### src/rtl/lpr_pkg.sv
package lpr_pkg;

  typedef enum logic [2:0] {
    ST_STARTUP,
    ST_IDLE,
    ST_TIMING,
    ST_RESET,
    ST_WAIT_RELEASE
  } lprState_e;

  typedef enum logic [1:0] {
    TMR_STARTUP,
    TMR_HOLD,
    TMR_PULSE
  } tmrSel_e;

  // Strobes from control to the timing datapath
  typedef struct packed {
    logic    clrTimer;
    tmrSel_e tmrSel;
    logic    selCapture;
  } lprStrobe_t;

endpackage

### src/rtl/lpr_sync.sv
module lpr_sync #(
  parameter int               WIDTH       = 1,
  parameter logic [WIDTH-1:0] RESET_VALUE = '0
) (
  input  logic             clk,
  input  logic             rst_n,
  input  logic [WIDTH-1:0] asyncIn,
  output logic [WIDTH-1:0] syncOut
);

  for (genvar i = 0; i < WIDTH; i++) begin : gBit
    logic metaQ;
    logic stableQ;
    always_ff @(posedge clk or negedge rst_n) begin
      if (!rst_n) begin
        metaQ   <= RESET_VALUE[i];
        stableQ <= RESET_VALUE[i];
      end else begin
        metaQ   <= asyncIn[i];
        stableQ <= metaQ;
      end
    end
    assign syncOut[i] = stableQ;
  end

endmodule

### src/rtl/lpr_timer.sv
module lpr_timer
  import lpr_pkg::*;
#(
  parameter int TICK_CYCLES   = 10000,
  parameter int STARTUP_TICKS = 3,
  parameter int HOLD_LO_TICKS = 75000,
  parameter int HOLD_HI_TICKS = 0,
  parameter int PULSE_TICKS   = 4000
) (
  input  logic       clk,
  input  logic       rst_n,
  input  lprStrobe_t strobe,
  input  logic       selSync,
  output logic       timerDone,
  output logic       selLatched
);

  localparam int MAX_A     = (STARTUP_TICKS > PULSE_TICKS) ? STARTUP_TICKS : PULSE_TICKS;
  localparam int MAX_B     = (HOLD_LO_TICKS > HOLD_HI_TICKS) ? HOLD_LO_TICKS : HOLD_HI_TICKS;
  localparam int MAX_TICKS = (MAX_A > MAX_B) ? MAX_A : MAX_B;
  localparam int TW        = (MAX_TICKS > 0) ? $clog2(MAX_TICKS + 1) : 1;
  localparam int CW        = (TICK_CYCLES > 1) ? $clog2(TICK_CYCLES) : 1;

  localparam logic [CW-1:0] CYC_LAST  = CW'(TICK_CYCLES - 1);
  localparam logic [TW-1:0] T_STARTUP = TW'(STARTUP_TICKS);
  localparam logic [TW-1:0] T_HOLD_LO = TW'(HOLD_LO_TICKS);
  localparam logic [TW-1:0] T_HOLD_HI = TW'(HOLD_HI_TICKS);
  localparam logic [TW-1:0] T_PULSE   = TW'(PULSE_TICKS);
  localparam logic [TW-1:0] T_CEIL    = TW'(MAX_TICKS);

  logic [CW-1:0] cycCnt;
  logic [TW-1:0] tickCnt;
  logic [TW-1:0] target;
  logic          tickWrap;

  assign tickWrap = (cycCnt == CYC_LAST);

  always_comb begin
    unique case (strobe.tmrSel)
      TMR_STARTUP: target = T_STARTUP;
      TMR_PULSE:   target = T_PULSE;
      default:     target = selLatched ? T_HOLD_HI : T_HOLD_LO;
    endcase
  end

  // Prescaler restarts with each interval so every duration is exact
  always_ff @(posedge clk or negedge rst_n) begin
    if (!rst_n) begin
      cycCnt <= '0;
    end else if (strobe.clrTimer || tickWrap) begin
      cycCnt <= '0;
    end else begin
      cycCnt <= cycCnt + 1'b1;
    end
  end

  always_ff @(posedge clk or negedge rst_n) begin
    if (!rst_n) begin
      tickCnt <= '0;
    end else if (strobe.clrTimer) begin
      tickCnt <= '0;
    end else if (tickWrap && (tickCnt != T_CEIL)) begin
      tickCnt <= tickCnt + 1'b1;
    end
  end

  always_ff @(posedge clk or negedge rst_n) begin
    if (!rst_n) begin
      selLatched <= 1'b0;
    end else if (strobe.selCapture) begin
      selLatched <= selSync;
    end
  end

  assign timerDone = (tickCnt == target);

  // prescaler never leaves its range
  cyc_range_chk: assert property (@(posedge clk) disable iff (!rst_n)
    cycCnt <= CYC_LAST);

endmodule

### src/rtl/lpr_ctrl.sv
module lpr_ctrl
  import lpr_pkg::*;
#(
  parameter int NUM_BUTTONS = 2,
  parameter bit FIXED_PULSE = 1'b1
) (
  input  logic                   clk,
  input  logic                   rst_n,
  input  logic [NUM_BUTTONS-1:0] btnSync,
  input  logic                   timerDone,
  output lprStrobe_t             strobe,
  output lprState_e              state,
  output logic                   driveLow
);

  lprState_e stateNext;
  logic      allLow;

  assign allLow = ~|btnSync;

  always_comb begin
    stateNext = state;
    unique case (state)
      ST_STARTUP: if (timerDone) stateNext = ST_IDLE;
      ST_IDLE:    if (allLow) stateNext = ST_TIMING;
      ST_TIMING: begin
        if (!allLow)        stateNext = ST_IDLE;
        else if (timerDone) stateNext = ST_RESET;
      end
      ST_RESET: begin
        if (FIXED_PULSE) begin
          if (timerDone) stateNext = ST_WAIT_RELEASE;
        end else if (!allLow) begin
          stateNext = ST_IDLE;
        end
      end
      ST_WAIT_RELEASE: if (!allLow) stateNext = ST_IDLE;
      default:         stateNext = ST_STARTUP;
    endcase
  end

  always_ff @(posedge clk or negedge rst_n) begin
    if (!rst_n) state <= ST_STARTUP;
    else        state <= stateNext;
  end

  always_comb begin
    strobe.clrTimer   = (stateNext != state);
    strobe.selCapture = (state == ST_STARTUP) || !allLow;
    unique case (state)
      ST_STARTUP: strobe.tmrSel = TMR_STARTUP;
      ST_RESET:   strobe.tmrSel = TMR_PULSE;
      default:    strobe.tmrSel = TMR_HOLD;
    endcase
  end

  assign driveLow = (state == ST_RESET);


  startup_wait_chk: assert property (@(posedge clk) disable iff (!rst_n)
    (state == ST_STARTUP && !timerDone) |=> (state == ST_STARTUP));


  idle_no_fire_chk: assert property (@(posedge clk) disable iff (!rst_n)
    (state == ST_IDLE) |=> !driveLow);


  abort_chk: assert property (@(posedge clk) disable iff (!rst_n)
    (state == ST_TIMING && !allLow) |=> (state == ST_IDLE));


  one_shot_chk: assert property (@(posedge clk) disable iff (!rst_n)
    (state == ST_WAIT_RELEASE) |=> !driveLow);

  if (FIXED_PULSE) begin : gFixedChk

    pulse_hold_chk: assert property (@(posedge clk) disable iff (!rst_n)
      (driveLow && !timerDone) |=> driveLow);
  end else begin : gReleaseChk

    release_end_chk: assert property (@(posedge clk) disable iff (!rst_n)
      (driveLow && !allLow) |=> !driveLow);
  end

endmodule

### src/rtl/lpr_longpress_rst.sv
module lpr_longpress_rst
  import lpr_pkg::*;
#(
  parameter int NUM_BUTTONS   = 2,
  parameter bit FIXED_PULSE   = 1'b1,
  parameter int CLK_KHZ       = 100000,
  parameter int TICK_US       = 100,
  parameter int STARTUP_TICKS = 3,
  parameter int HOLD_LO_TICKS = 75000,
  parameter int HOLD_HI_TICKS = 0,
  parameter int PULSE_TICKS   = 4000
) (
  input  logic                   clk,
  input  logic                   rst_n,
  input  logic [NUM_BUTTONS-1:0] pbIn_n,
  input  logic                   delaySel,
  output logic                   rstDriveLow,
  output logic                   rstLine_n
);

  localparam int TICK_CYCLES = (CLK_KHZ * TICK_US / 1000 > 0) ? CLK_KHZ * TICK_US / 1000 : 1;

  logic [NUM_BUTTONS-1:0] btnSync;
  logic [0:0]             selSyncV;
  logic                   timerDone;
  logic                   selLatched;
  logic                   btnAllLow;
  lprStrobe_t             strobe;
  lprState_e              ctrlState;

  lpr_sync #(.WIDTH(NUM_BUTTONS), .RESET_VALUE({NUM_BUTTONS{1'b1}})) btnSync_i (
    .clk(clk), .rst_n(rst_n), .asyncIn(pbIn_n), .syncOut(btnSync)
  );

  lpr_sync #(.WIDTH(1), .RESET_VALUE(1'b0)) selSync_i (
    .clk(clk), .rst_n(rst_n), .asyncIn(delaySel), .syncOut(selSyncV)
  );

  lpr_timer #(
    .TICK_CYCLES(TICK_CYCLES), .STARTUP_TICKS(STARTUP_TICKS),
    .HOLD_LO_TICKS(HOLD_LO_TICKS), .HOLD_HI_TICKS(HOLD_HI_TICKS),
    .PULSE_TICKS(PULSE_TICKS)
  ) timer_i (
    .clk(clk), .rst_n(rst_n), .strobe(strobe), .selSync(selSyncV[0]),
    .timerDone(timerDone), .selLatched(selLatched)
  );

  lpr_ctrl #(.NUM_BUTTONS(NUM_BUTTONS), .FIXED_PULSE(FIXED_PULSE)) ctrl_i (
    .clk(clk), .rst_n(rst_n), .btnSync(btnSync), .timerDone(timerDone),
    .strobe(strobe), .state(ctrlState), .driveLow(rstDriveLow)
  );

  assign rstLine_n = ~rstDriveLow;
  assign btnAllLow = ~|btnSync;


  sel_frozen_chk: assert property (@(posedge clk) disable iff (!rst_n)
    (ctrlState == ST_TIMING && btnAllLow) |=> $stable(selLatched));

endmodule

### config.mk
export PLATFORM = sky130hd
export DESIGN_NAME = lpr_longpress_rst
export DESIGN_NICKNAME = d
export VERILOG_FILES = /design/src/rtl/lpr_pkg.sv /design/src/rtl/lpr_sync.sv /design/src/rtl/lpr_timer.sv /design/src/rtl/lpr_ctrl.sv /design/src/rtl/lpr_longpress_rst.sv
export SDC_FILE = /design/constraint.sdc
export NUM_CORES = 1
export LEC_CHECK = 0
export CAP_MARGIN = 20
export CORE_MARGIN = 5
export CORE_UTILIZATION = 30
export CTS_CLUSTER_DIAMETER = 60
export CTS_CLUSTER_SIZE = 30
export DETAILED_ROUTE_END_ITERATION = 12
export DONT_BUFFER_PORTS = 1
export PLACE_DENSITY_LB_ADDON = 0.08
export REMOVE_ABC_BUFFERS = 1
export SETUP_SLACK_MARGIN = 0.15
export SLEW_MARGIN = 5
export SYNTH_ARGS = -nofsm -noshare
export SYNTH_HDL_FRONTEND = slang
export SYNTH_SLANG_ARGS = --single-unit
### constraint.sdc
create_clock -name clk -period 2.6 [get_ports clk]
set_input_delay 0.52 -clock clk [delete_from_list [all_inputs] [get_ports clk]]
set_output_delay 0.52 -clock clk [all_outputs]
set_load 0.005 [all_outputs]
; ---- Word-level counts from Yosys, hierarchy flattened
; Index checks and enable logic that the tools add are counted.
[word_totals]
ff_bits = 41
inputBits = 5
output_inout_bits = 2
wordCells = 42
[op_classes]
n_addsub = 2
eq_ne = 9
mux = 13
n_bitwise = 1
reduce_logical = 7
[op_table]
columns = cell, count
row1 = 17-bit 2-to-1 mux, 3
row2 = 17-bit one-hot mux with 2 select lines, 1
row3 = 3-bit 2-to-1 mux, 6
row4 = "17-bit by 1-bit adder with 17-bit output, second input constant", 1
row5 = 17-bit == test, 1
row6 = "17-bit inequality test, second input constant", 1
row7 = 3-bit one-hot mux with 5 select lines, 1
row8 = "14-bit by 1-bit adder with 14-bit output, second input constant", 1
row9 = "14-bit == test, second input constant", 1
row10 = 14-bit 2-to-1 mux, 1
row11 = "3-bit by 2-bit == test with 1-bit output, second input constant", 2
row12 = 2-bit one-hot mux with 2 select lines, 1
row13 = "3-bit by 1-bit == test with 1-bit output, second input constant", 1
row14 = "3-bit == test, second input constant", 1
row15 = 3-bit logical NOT, 1
row16 = 3-bit inequality test, 1
row17 = "2-bit == test, second input constant", 1
row18 = 2-bit logical NOT, 1
row19 = 1-bit logical OR, 2
row20 = 2-bit nonzero test, 1
row21 = 2-bit OR reduction, 1
row22 = 1-bit logical AND, 1
row23 = 1-bit NOT, 1

; ---- Longest topological paths before layout
[depth]
depth_word = 11
depth_mapped = 8
mapped_depth_nobuf = 8

; ---- Cells and area by module
; A second synthesis with hierarchy kept.
[unflattened]
hier_cells = 228
hier_area_um2 = 2193.4
[by_module_without_submodules]
columns = module, n_inst, cells_per_inst, area_each_um2, seq_area_each_um2
row1 = lpr_timer, 1, 191, 1770.4, 800.8
row2 = lpr_ctrl, 1, 28, 249.0, 75.1
row3 = lpr_sync (btnSync_i), 1, 6, 120.1, 105.1
row4 = lpr_sync (selSync_i), 1, 2, 50.0, 50.0
row5 = lpr_longpress_rst, 1, 1, 3.8, 0.0

; ---- Worst setup path after synthesis
; No wires, ideal clock.
[synth_timing]
kind = reg2reg
from = register timer_i.tickCnt[8]
to = register timer_i.cycCnt[1]
setup_time_ns = 0.127
t_arrival_ns = 2.063
t_required_ns = 2.473
slack_ns = 0.410
path_stages_with_launch = 8
path_buffers = 1
synth_period_minus_slack_ns = 2.190
cell_sequence = dfrtp_1 > or3_1 > mux2_2 > a211o_1 > a2111oi_4 > a21o_4 > buf_12 > nor3b_2
[synth_via]
elab_chain_len = 7
word_cells_on_any_way = 9
cone_classes = eq/ne (2) / mux (6) / reduce/logical (1)
[synth_rtl]
columns = element, line
row1 = start: declaration, lpr_timer.sv:32  ; logic [TW-1:0] tickCnt;
row2 = start signal: assignment, lpr_timer.sv:63  ; tickCnt <= tickCnt + 1'b1;
row3 = 17-bit == test *, lpr_timer.sv:75  ; assign timerDone = (tickCnt == target);
row4 = 3-bit 2-to-1 mux, lpr_ctrl.sv:28  ; else if (timerDone) stateNext = ST_RESET;
row5 = 3-bit 2-to-1 mux, lpr_ctrl.sv:27  ; if (!allLow) stateNext = ST_IDLE;
row6 = 3-bit one-hot mux with 5 select lines *, lpr_ctrl.sv:23  ; unique case (state)
row7 = 3-bit inequality test *, lpr_ctrl.sv:48  ; strobe.clrTimer = (stateNext != state);
row8 = 1-bit logical OR *, lpr_timer.sv:50  ; end else if (strobe.clrTimer || tickWrap) begin
row9 = 14-bit 2-to-1 mux *, lpr_timer.sv:50
row10 = end signal: assignment, lpr_timer.sv:53  ; cycCnt <= cycCnt + 1'b1;
row11 = end: declaration, lpr_timer.sv:31  ; logic [CW-1:0] cycCnt;
; Every way passes the cells marked *; elsewhere a longest branch is shown, timed or not.
; A chain may end at the register's enable or synchronous reset.

; ---- Worst setup path after layout
[layout_timing]
from = register timer_i.tickCnt[8]
to = register timer_i.cycCnt[2]
; The elaborated chain is that of the path after synthesis.

==> run_results.csv <==
group,metric,value,unit
run_status,status,"finished, final reports clean",
final_layout,final_cells,330,
timing,setup_ws,0.2943,ns
timing,hold_violations,0,
timing,fin_skew,0.005709,ns
drt,wirelength,4600,microns
worst_setup_path,required,2.78,ns
global_route,grt_max_degree,38,
drt,vias_per_cell,4.585,
final_layout,fillers,754,
power_and_ir_drop,clkPwrFrac,0.386,
die,die_area,9136,sq um
die,die_x,95.58,microns
worst_setup_path,crit_chain,"or3_1, mux2_2, a211o_1, a2111oi_4, buf_4, a21o_4, nor2_1",
worst_setup_path,crit_path_start_kind,"flop",
place,gp_congestion,0.7527,
power_and_ir_drop,combPwrFrac,0.018,
place,portBuffers,0,
power_and_ir_drop,internal-power,835.9,uW
clock_network,cts_root_buf,"clkbuf_8",
logic_synthesis,syn_inst,219,
drt,drc,0,
global_route,grt_pass1_wl,7521,microns
logic_synthesis,ys_seq_elements,41,
drt,drt_iter0_markers,47,
drt,drt.antenna.violating_nets,0,
timing,rsz0062_at_grt,"false",
drt,wire_per_inst,13.94,microns
worst_setup_path,slowest_stage,"dfrtp_1",
clock_network,numCtsBuffers,5,
final_layout,area_delta_synth_final,11.67,%
drt,dr_total_vias,1513,
worst_setup_path,worstSetupPathType,"flop to flop",
worst_setup_path,path_buf_inv,1,
power_and_ir_drop,power.leakage,1.059,nW
final_layout,finalCoreUtilization,0.3419,
worst_setup_path,cp-end-kind,"flop",
job,max_cap_viol_count,0,
clock_network,cts_sinks,41,
power_and_ir_drop,pwr-share-seq,0.597,
timing,fmax,433.7,MHz
die,fp.dieH,95.58,microns
logic_synthesis,ys_types,44,
clock_network,tritoncts,"built",
timing,tns,0,ns
global_route,antenna_found_initial,0,
worst_setup_path,critical_path.max_stage_delay,0.43,ns
worst_setup_path,r2r_slack,0.29,ns
clock_network,cts_buffer_depth,2,
timing,timing.final.crit_share,0.8868,
power_and_ir_drop,peakVddDrop,249.5,uV
final_layout,drive_gt1_frac,0.1775,
global_route,grt_pass1_vias,1508,
place,detailedPlace.worstSlack,0.1890,ns
worst_setup_path,worstRegToRegCells,7,
logic_synthesis,synth_area_per_cell,10.03,sq um
clock_network,cts_htree_levels,2,
final_layout,final_net_count,238,
worst_setup_path,worst_ep_arrival_time,2.48,ns
global_route,grtUsageTotal,0.1070,
logic_synthesis,ys.warnings.count,0,
timing,tightest_slew,0.4382,ns
global_route,grt-ovfl-total,0,
power_and_ir_drop,p_sw,249.5,uW
die,core,7176,sq um
logic_synthesis,synth_top_flop_cell,"dfrtp_1",
final_layout,diodes,0,
logic_synthesis,syn_area,2197,sq um
logic_synthesis,yosys.area.top_type_share,0.4214,
timing,slew_headroom,0.7066,
logic_synthesis,yosysTopAreaCell,"dfrtp_1",
hold_path,hp-class,"input pin to asynchronous set/reset pin",
place,dp_hpwl,2932,microns
die,start_util,0.3062,
place,dp_cells,318,
timing,drv_slew,0,
logic_synthesis,synth_area_leaders,"dfrtp_1 42%, xnor2_1 6.8%, nor2_1 6.3%, dfstp_2 4.8%, xor2_1 4.8%",
die,pin_count,7,
clock_network,clkSlewWorstSetupHoldPaths,0.08,ns
timing,finalSetupViolations,0,
logic_synthesis,async_flop_share,1.000,
clock_network,clk-insertion-delay-late,0.29,ns
logic_synthesis,seq_area_frac_synth,0.4692,
drt,drt_first_pass_iters,4,
power_and_ir_drop,switching_share,0.2298,
timing,finalCriticalPeriod,2.306,ns
worst_setup_path,critPathTopFamily,"compound AO/OA/AOI/OAI gates",
worst_setup_path,r2r-start,"timer_i.tickCnt[8]",
worst_setup_path,path_max_fanout,15,
worst_setup_path,r2r-end,"timer_i.cycCnt[2]",
logic_synthesis,synth_edf_count,0,
die,num_rows,31,
power_and_ir_drop,power_density,442.3,nW/um^2
logic_synthesis,synth_common_cells,"37 x dfrtp_1, 37 x nor2_1, 17 x xnor2_1",
[layout by cell type (no fill, tap or decap), drive strengths merged, types with 4 or more instances in the layout]
cell    instances
nand4           7
nor2           38
xnor2          17
nor3           13
clkbuf          5
xor2           12
and3            8
nand2          16
buf            10
inv             7
dfstp           4
nand3          11
or3             4
dfrtp          37
[worst max path at each step]
stage	slack, ns	endpoint	cells past startpoint	from
final	0.29	timer_i.cycCnt[2]	7	timer_i.tickCnt[8]
after global routing	0.20	timer_i.tickCnt[12]	7	timer_i.tickCnt[8]
after CTS	0.19	timer_i.cycCnt[13]	6	timer_i.tickCnt[8]
after detailed placement	0.19	timer_i.cycCnt[13]	6	timer_i.tickCnt[8]
after global placement	0.23	timer_i.cycCnt[13]	6	timer_i.tickCnt[8]
after floorplan	0.34	timer_i.cycCnt[13]	6	timer_i.tickCnt[8]
[power by group through the flow]
| stage | sequential [mW] | clock [mW] | combinational (mW) |
|---|---|---|---|
| after floorplan | 0.659 | 0 | 0.00390 |
| after global routing | 0.648 | 0.468 | 0.0232 |
| after global placement | 0.660 | 0 | 0.00489 |
| after CTS | 0.648 | 0.442 | 0.0208 |
| after detailed placement | 0.660 | 0 | 0.00472 |
| final | 0.647 | 0.418 | 0.0194 |
[stage by stage]
step / hold slack, ns / power, mW / instance area [sq um]
after floorplan: 0.2244 / 0.6634 / 2135
after global placement: 0.2255 / 0.6650 / 2311
after detailed placement: 0.2260 / 0.6649 / 2311
after CTS: 0.04454 / 1.110 / 2417
after global routing: 0.03079 / 1.139 / 2454
final: 0.05257 / 1.085 / 2454
[flip-flops by register name, indices dropped and copies added, names as in the netlist]
signal and flops:
timer_i.tickCnt 17, timer_i.cycCnt 14, ctrl_i.state 3, btnSync_i.gBit.metaQ 2
btnSync_i.gBit.stableQ 2, selSync_i.gBit.metaQ 1, selSync_i.syncOut 1, timer_i.selLatched 1
[worst register-to-register path, cell delays in order, from the launching register on]
cell and delay [ns]:
dfrtp_1 0.43, or3_1 0.42, mux2_2 0.28, a211o_1 0.30, a2111oi_4 0.24, buf_4 0.18, a21o_4 0.26, nor2_1 0.08
[cells by family (layout without fill, tap and decap cells)]
group,after synthesis,count (layout),synth area share
compound gates,14,15,0.06037
xor+xnor,29,29,0.1156
fa+ha+maj,3,3,0.01709
buf+inv,14,25,0.04043
flops,41,41,0.4692
mux,5,5,0.02392
simple gates,113,113,0.2733
[what timing repair did]
action | CTS | global route
setup endpoints to repair | 0 | 31
hold buffers | 1 | 0
resized for setup | 0 | 2
endpoints found under the hold margin | 37 | 0
buffers inserted | 0 | 2
[area by class of cell]
| cell class | instances | area (sq um) | share of cell area |
|---|---|---|---|
| Clock buffer | 5 | 68.82 | 0.02805 |
| Clock inverter | 3 | 17.52 | 0.007139 |
| Inverter | 7 | 26.28 | 0.01071 |
| Multi-Input combinational cell | 165 | 1099 | 0.4477 |
| Sequential cell | 41 | 1031 | 0.4202 |
| Tap cell | 99 | 123.9 | 0.05048 |
| Timing Repair Buffer | 10 | 87.58 | 0.03570 |
[metal layers]
metal | part of all wire | track usage
met1 | 0.51 | 0.1386
met2 | 0.45 | 0.1697
met3 | 0.036 | 0.02999
met4 | 0.010 | 0.03910
met5 | 0 | 0
No activity file was read; power rests on OpenSTA's default activity.
